**src/rtl/wrbuf_pkg.sv**
```systemverilog
package wrbuf_pkg;
    parameter int WB_AW  = 32;
    parameter int WB_DW  = 32;
    localparam int WB_BEW = WB_DW / 8;

    typedef struct packed {
        logic [WB_AW-1:0]  addr;
        logic [WB_DW-1:0]  data;
        logic [WB_BEW-1:0] be;
    } wb_entry_t;
endpackage

```
**src/rtl/wrbuf_lookup.sv**
```systemverilog
module wrbuf_lookup
    import wrbuf_pkg::*;
#(
    parameter int DEPTH = 4,
    localparam int PTRW = $clog2(DEPTH),
    localparam int CNTW = $clog2(DEPTH + 1)
) (
    input  wb_entry_t [DEPTH-1:0] ent,
    input  logic [PTRW-1:0]       head,
    input  logic [CNTW-1:0]       cnt,
    input  logic [WB_AW-1:0]      rd_addr,
    output logic                  any_match,
    output logic                  full_cover,
    output logic [WB_DW-1:0]      fwd_data
);
    logic [DEPTH-1:0] slot_hit;

    // one comparator per slot; a slot is live when its age is below cnt
    for (genvar i = 0; i < DEPTH; i++) begin : g_cmp
        logic [PTRW-1:0] age;
        assign age = PTRW'(i) - head;
        assign slot_hit[i] = ({1'b0, age} < (PTRW+1)'(cnt)) && (ent[i].addr == rd_addr);
    end

    // walk from oldest to youngest; the last hit is the youngest
    always_comb begin
        logic [PTRW-1:0] sel;
        any_match = 1'b0;
        sel       = '0;
        for (int k = 0; k < DEPTH; k++) begin
            logic [PTRW-1:0] slot;
            slot = head + PTRW'(k);
            if (slot_hit[slot]) begin
                any_match = 1'b1;
                sel       = slot;
            end
        end
        full_cover = &ent[sel].be;
        fwd_data   = ent[sel].data;
    end
endmodule

```
**src/rtl/wrbuf_port_arb.sv**
```systemverilog
module wrbuf_port_arb
    import wrbuf_pkg::*;
(
    input  logic              rd_valid,
    input  logic              rd_match,
    input  logic [WB_AW-1:0]  rd_addr,
    input  logic              have_entry,
    input  wb_entry_t         head_ent,
    input  logic              mem_ack,
    output logic              mem_req,
    output logic              mem_we,
    output logic [WB_AW-1:0]  mem_addr,
    output logic [WB_DW-1:0]  mem_wdata,
    output logic [WB_BEW-1:0] mem_be,
    output logic              rd_go,
    output logic              drain_done
);
    always_comb begin
        rd_go      = rd_valid && !rd_match;
        mem_req    = 1'b0;
        mem_we     = 1'b0;
        mem_addr   = '0;
        mem_wdata  = '0;
        mem_be     = '0;
        drain_done = 1'b0;
        if (rd_go) begin
            mem_req  = 1'b1;
            mem_addr = rd_addr;
            mem_be   = '1;
        end else if (have_entry) begin
            mem_req    = 1'b1;
            mem_we     = 1'b1;
            mem_addr   = head_ent.addr;
            mem_wdata  = head_ent.data;
            mem_be     = head_ent.be;
            drain_done = mem_ack;
        end
    end
endmodule

```
**src/rtl/wr_drain_buf.sv**
```systemverilog
module wr_drain_buf
    import wrbuf_pkg::*;
#(
    parameter int DEPTH = 4,
    localparam int PTRW = $clog2(DEPTH),
    localparam int CNTW = $clog2(DEPTH + 1)
) (
    input  logic              clk,
    input  logic              rst_n,
    input  logic              wr_valid,
    input  logic [WB_AW-1:0]  wr_addr,
    input  logic [WB_DW-1:0]  wr_data,
    input  logic [WB_BEW-1:0] wr_be,
    output logic              wr_stall,
    input  logic              rd_valid,
    input  logic [WB_AW-1:0]  rd_addr,
    output logic              rd_ack,
    output logic              rd_wait,
    output logic [WB_DW-1:0]  rd_data,
    output logic              mem_req,
    output logic              mem_we,
    output logic [WB_AW-1:0]  mem_addr,
    output logic [WB_DW-1:0]  mem_wdata,
    output logic [WB_BEW-1:0] mem_be,
    input  logic              mem_ack,
    input  logic [WB_DW-1:0]  mem_rdata
);
    typedef struct packed {
        wb_entry_t [DEPTH-1:0] ent;
        logic [PTRW-1:0]       head;
        logic [CNTW-1:0]       cnt;
    } state_t;

    state_t s_q, s_d;
    logic [CNTW-1:0] cnt_q;
    logic any_match, full_cover, rd_go, drain_done, full;
    logic [WB_DW-1:0] fwd_data;

    assign cnt_q = s_q.cnt;
    assign full  = (s_q.cnt == CNTW'(DEPTH));

    wrbuf_lookup #(.DEPTH(DEPTH)) u_lookup (
        .ent        (s_q.ent),
        .head       (s_q.head),
        .cnt        (s_q.cnt),
        .rd_addr    (rd_addr),
        .any_match  (any_match),
        .full_cover (full_cover),
        .fwd_data   (fwd_data)
    );

    wrbuf_port_arb u_arb (
        .rd_valid   (rd_valid),
        .rd_match   (any_match),
        .rd_addr    (rd_addr),
        .have_entry (s_q.cnt != '0),
        .head_ent   (s_q.ent[s_q.head]),
        .mem_ack    (mem_ack),
        .mem_req    (mem_req),
        .mem_we     (mem_we),
        .mem_addr   (mem_addr),
        .mem_wdata  (mem_wdata),
        .mem_be     (mem_be),
        .rd_go      (rd_go),
        .drain_done (drain_done)
    );

    always_comb begin
        logic [PTRW-1:0] tail;
        logic            fwd;
        s_d  = s_q;
        tail = s_q.head + PTRW'(s_q.cnt);
        if (drain_done) begin
            s_d.head = s_q.head + PTRW'(1);
        end
        if (wr_valid && !full) begin
            s_d.ent[tail] = '{addr: wr_addr, data: wr_data, be: wr_be};
        end
        s_d.cnt = s_q.cnt + CNTW'(wr_valid && !full) - CNTW'(drain_done);

        fwd      = rd_valid && any_match && full_cover;
        rd_wait  = rd_valid && any_match && !full_cover;
        rd_ack   = fwd || (rd_go && mem_ack);
        rd_data  = fwd ? fwd_data : mem_rdata;
        wr_stall = full;
    end

    always_ff @(posedge clk) begin
        if (!rst_n) s_q <= '0;
        else        s_q <= s_d;
    end
endmodule

```
**config.mk**
```make
export PLATFORM = sky130hd
export DESIGN_NAME = wr_drain_buf
export DESIGN_NICKNAME = d
export VERILOG_FILES = /design/src/rtl/wrbuf_pkg.sv /design/src/rtl/wrbuf_lookup.sv /design/src/rtl/wrbuf_port_arb.sv /design/src/rtl/wr_drain_buf.sv
export SDC_FILE = /design/constraint.sdc
export NUM_CORES = 1
export LEC_CHECK = 0
export BUFFER_PORTS_ARGS = -buffer_cell sky130_fd_sc_hd__buf_2
export CAP_MARGIN = 20
export CORE_MARGIN = 5
export CORE_UTILIZATION = 58
export DETAILED_ROUTE_END_ITERATION = 10
export PLACE_DENSITY = 0.89
export RECOVER_POWER = 25
export SLEW_MARGIN = 5
export SYNTH_ARGS = -nofsm -noshare
export SYNTH_HDL_FRONTEND = slang
export SYNTH_SLANG_ARGS = --single-unit
```
**constraint.sdc**
```tcl
create_clock -name clk -period 10.05 [get_ports clk]
set_clock_uncertainty 0.2 [all_clocks]
set_input_delay 3.015 -clock clk [delete_from_list [all_inputs] [get_ports clk]]
set_output_delay 3.015 -clock clk [all_outputs]
set_load 0.05 [all_outputs]
```
==> flow_metrics.env <==
export IMPL_crit_fanout=33
export IMPL_leakagePower_nw=7.01
export IMPL_synth_most_common_cell="nand2_1"
export IMPL_synth_edf_count=0
export IMPL_pin_count=242
export IMPL_fillers=2097
export IMPL_start_util=0.591
export IMPL_path_clk_slew_ps=60
export IMPL_synth_seq_cells=277
export IMPL_grt_pass1_wl_um=76700
export IMPL_firstDrtPassIters=6
export IMPL_ys_seq_area_frac=0.347
export IMPL_min_from="s_q[26]$_SDFFE_PN0P_"
export IMPL_die_w_um=176
export IMPL_cts_max_level=1
export IMPL_critical_path_class="in -> out"
export IMPL_netlist_top_cells_area="dfxtp_1, nand2_1, a21boi_0"
export IMPL_synth_top_cell_area_share=0.347
export IMPL_max_freq_ghz=0.102
export IMPL_cts_tree="built"
export IMPL_rsz0062_at_grt="false"
export IMPL_end_kind="output port"
export IMPL_track_usage=0.305
export IMPL_yosys_warnings=0
export IMPL_fin_area_sq_um=18100
export IMPL_busiest_layer="met2"
export IMPL_r2r_cells=7
export IMPL_maxCapViolations=5
export IMPL_grtUsageMet1=0.377
export IMPL_synth_area_sq_um=16000
export IMPL_place_congestion=1.02
export IMPL_gr_usage_met3=0.0752
export IMPL_hold_buffers=0
export IMPL_core_sq_um=27000
export IMPL_clockBufferDepth=3
export IMPL_drc_errors=0
export IMPL_clk_latency_ps=560
export IMPL_violations="capacitance limit, slew limit"
export IMPL_post_drt_wl_per_cell_um=21.1
export IMPL_first_iter_violations=1896
export IMPL_worstPathRequired_ps=6840
export IMPL_routed_wl_um=49600
export IMPL_worstReg2RegEnd="s_q[49]$_SDFFE_PN0P_"
export IMPL_tns_ps=0
export IMPL_clkSinkCount=277
export IMPL_cts_buffers=29
export IMPL_drive_above_1_share=0.211
export IMPL_dieArea_sq_um=31000
export IMPL_syn_nets=2000
export IMPL_dpl_cell_count=2291
export IMPL_period_share=0.978
export IMPL_ys_types=40
export IMPL_worstPathArrival_ps=6620
export IMPL_postPlaceCellArea_sq_um=17200
export IMPL_grt_pass1_vias=14500
export IMPL_via_count=14600
export IMPL_yosys_top_cells_count="nand2_1, dfxtp_1, a21boi_0"
export IMPL_ant_nets=0
export IMPL_worst_pin_slew_ps=3220
export IMPL_overflow=0
export IMPL_grt_max_degree=136
export IMPL_r2r_start="s_q[3]$_SDFFE_PN0P_"
export IMPL_setup_viol=0
export IMPL_cts_resized=0
export IMPL_syn2layout_area_growth_pct=13.4
export IMPL_antenna_found_initial=6
export IMPL_ys_flop_type="dfxtp_1"
export IMPL_hp_class="reg -> reg"
export IMPL_io_buffers=241
export IMPL_hold_depth=2
export IMPL_regToRegSetupSlack_ps=4470
export IMPL_finalCriticalPeriod_ps=9830
export IMPL_post_dp_hpwl_um=32000
export IMPL_hold_viol_final=0
export IMPL_syn_area_per_cell_sq_um=8.62
export IMPL_die_height_um=176
export IMPL_use_met2=0.513
export IMPL_cp_start_kind="input port"
export IMPL_slew_violations=243
export IMPL_cts_root_buf="clkbuf_16"
export IMPL_relSlewSlack=-1.15
export IMPL_syn_instance_count=1853
export IMPL_rows=60
export IMPL_worstHoldEndpoint="s_q[26]$_SDFFE_PN0P_"
export IMPL_outcome="finished with violations"
export IMPL_yosysTopAreaCell="dfxtp_1"
export IMPL_ir_drop_uv=161
export IMPL_post_cts_setup_buffers=0
export IMPL_power_density_nw_per_um2=225
export IMPL_synthArstFlopShare=0
export IMPL_final_nets=2128
export IMPL_via_per_inst=6.22
export IMPL_post_layout_nonfiller_instances=2347
-- cell families after synthesis --
logic type | after synthesis | share of synthesized area
xor gates and xnor gates | 135 | 0.0740
muxes | 196 | 0.185
DFF | 277 | 0.347
buffers and inverters | 212 | 0.0575
adders and majority gates | 10 | 0.00830
and+or+nand+nor | 704 | 0.183
AOI/OAI and AO/OA | 319 | 0.144
-- critical path: stages --
cell	delay (ps)
buf_2	160
xor2_1	190
nor4_1	530
nand4_1	240
or4_4	470
o211a_2	190
or3_1	350
o211a_1	150
or3_2	520
buf_12	190
mux2_4	330
buf_2	210
-- how the worst max path moves through the flow --
stage	startpoint	to	slack, ps	cells past startpoint
floorplan	rd_addr[6]	rd_ack	860	12
global placement	rd_addr[29]	rd_data[29]	360	12
detailed placement	rd_addr[29]	rd_data[27]	310	12
CTS	rd_addr[29]	rd_data[27]	310	12
global route	rd_addr[29]	rd_data[29]	200	12
finish	rd_addr[29]	rd_data[27]	220	12
-- flip-flops by register name, summed over array words and instances, names as in the netlist --
signal  cells
s_q       274
cnt_q       3
-- routing by layer --
layer | part of all wire | routed length [um]
met5 | 0.0011 | 55
met4 | 0.037 | 1840
met2 | 0.47 | 23500
met3 | 0.12 | 5710
met1 | 0.37 | 18500
-- through the flow --
step                      setup WS (ps)  utilization  hold WS (ps)  power (mW)
after floorplan                     862            -           249        2.46
after global routing                200        0.670           298        4.24
after global placement              363        0.635           262        2.89
after detailed placement            314        0.635           274        2.94
after CTS                           309        0.671           283        4.05
final                               217        0.670           280        4.08
-- layout make-up --
type | instances | area, sq um | area share
Antenna cell | 2 | 5.00 | 0.000276
Clock buffer | 47 | 903 | 0.0499
Clock inverter | 7 | 88.8 | 0.00490
Inverter | 44 | 165 | 0.00912
Multi-Input combinational cell | 1364 | 9570 | 0.528
Sequential cell | 277 | 5550 | 0.306
Tap cell | 341 | 427 | 0.0235
Timing Repair Buffer | 265 | 1410 | 0.0778
-- cells in the final DEF (no fill, tap or decap), types with 35 or more instances in the layout --
cell      instances
a21boi_0        272
inv_1            44
nand2_1         558
mux2i_1          96
o21ai_0          35
xor2_1          102
nand3_1          39
mux4_2           68
buf_2           239
dfxtp_1         275
-- power breakdown --
part	switching, mW	internal (mW)	total, mW
logic	1.01	0.470	1.48
clock network	0.451	0.662	1.11
registers	0.195	1.29	1.49
Note: power is estimated with default switching activity, not from simulation.
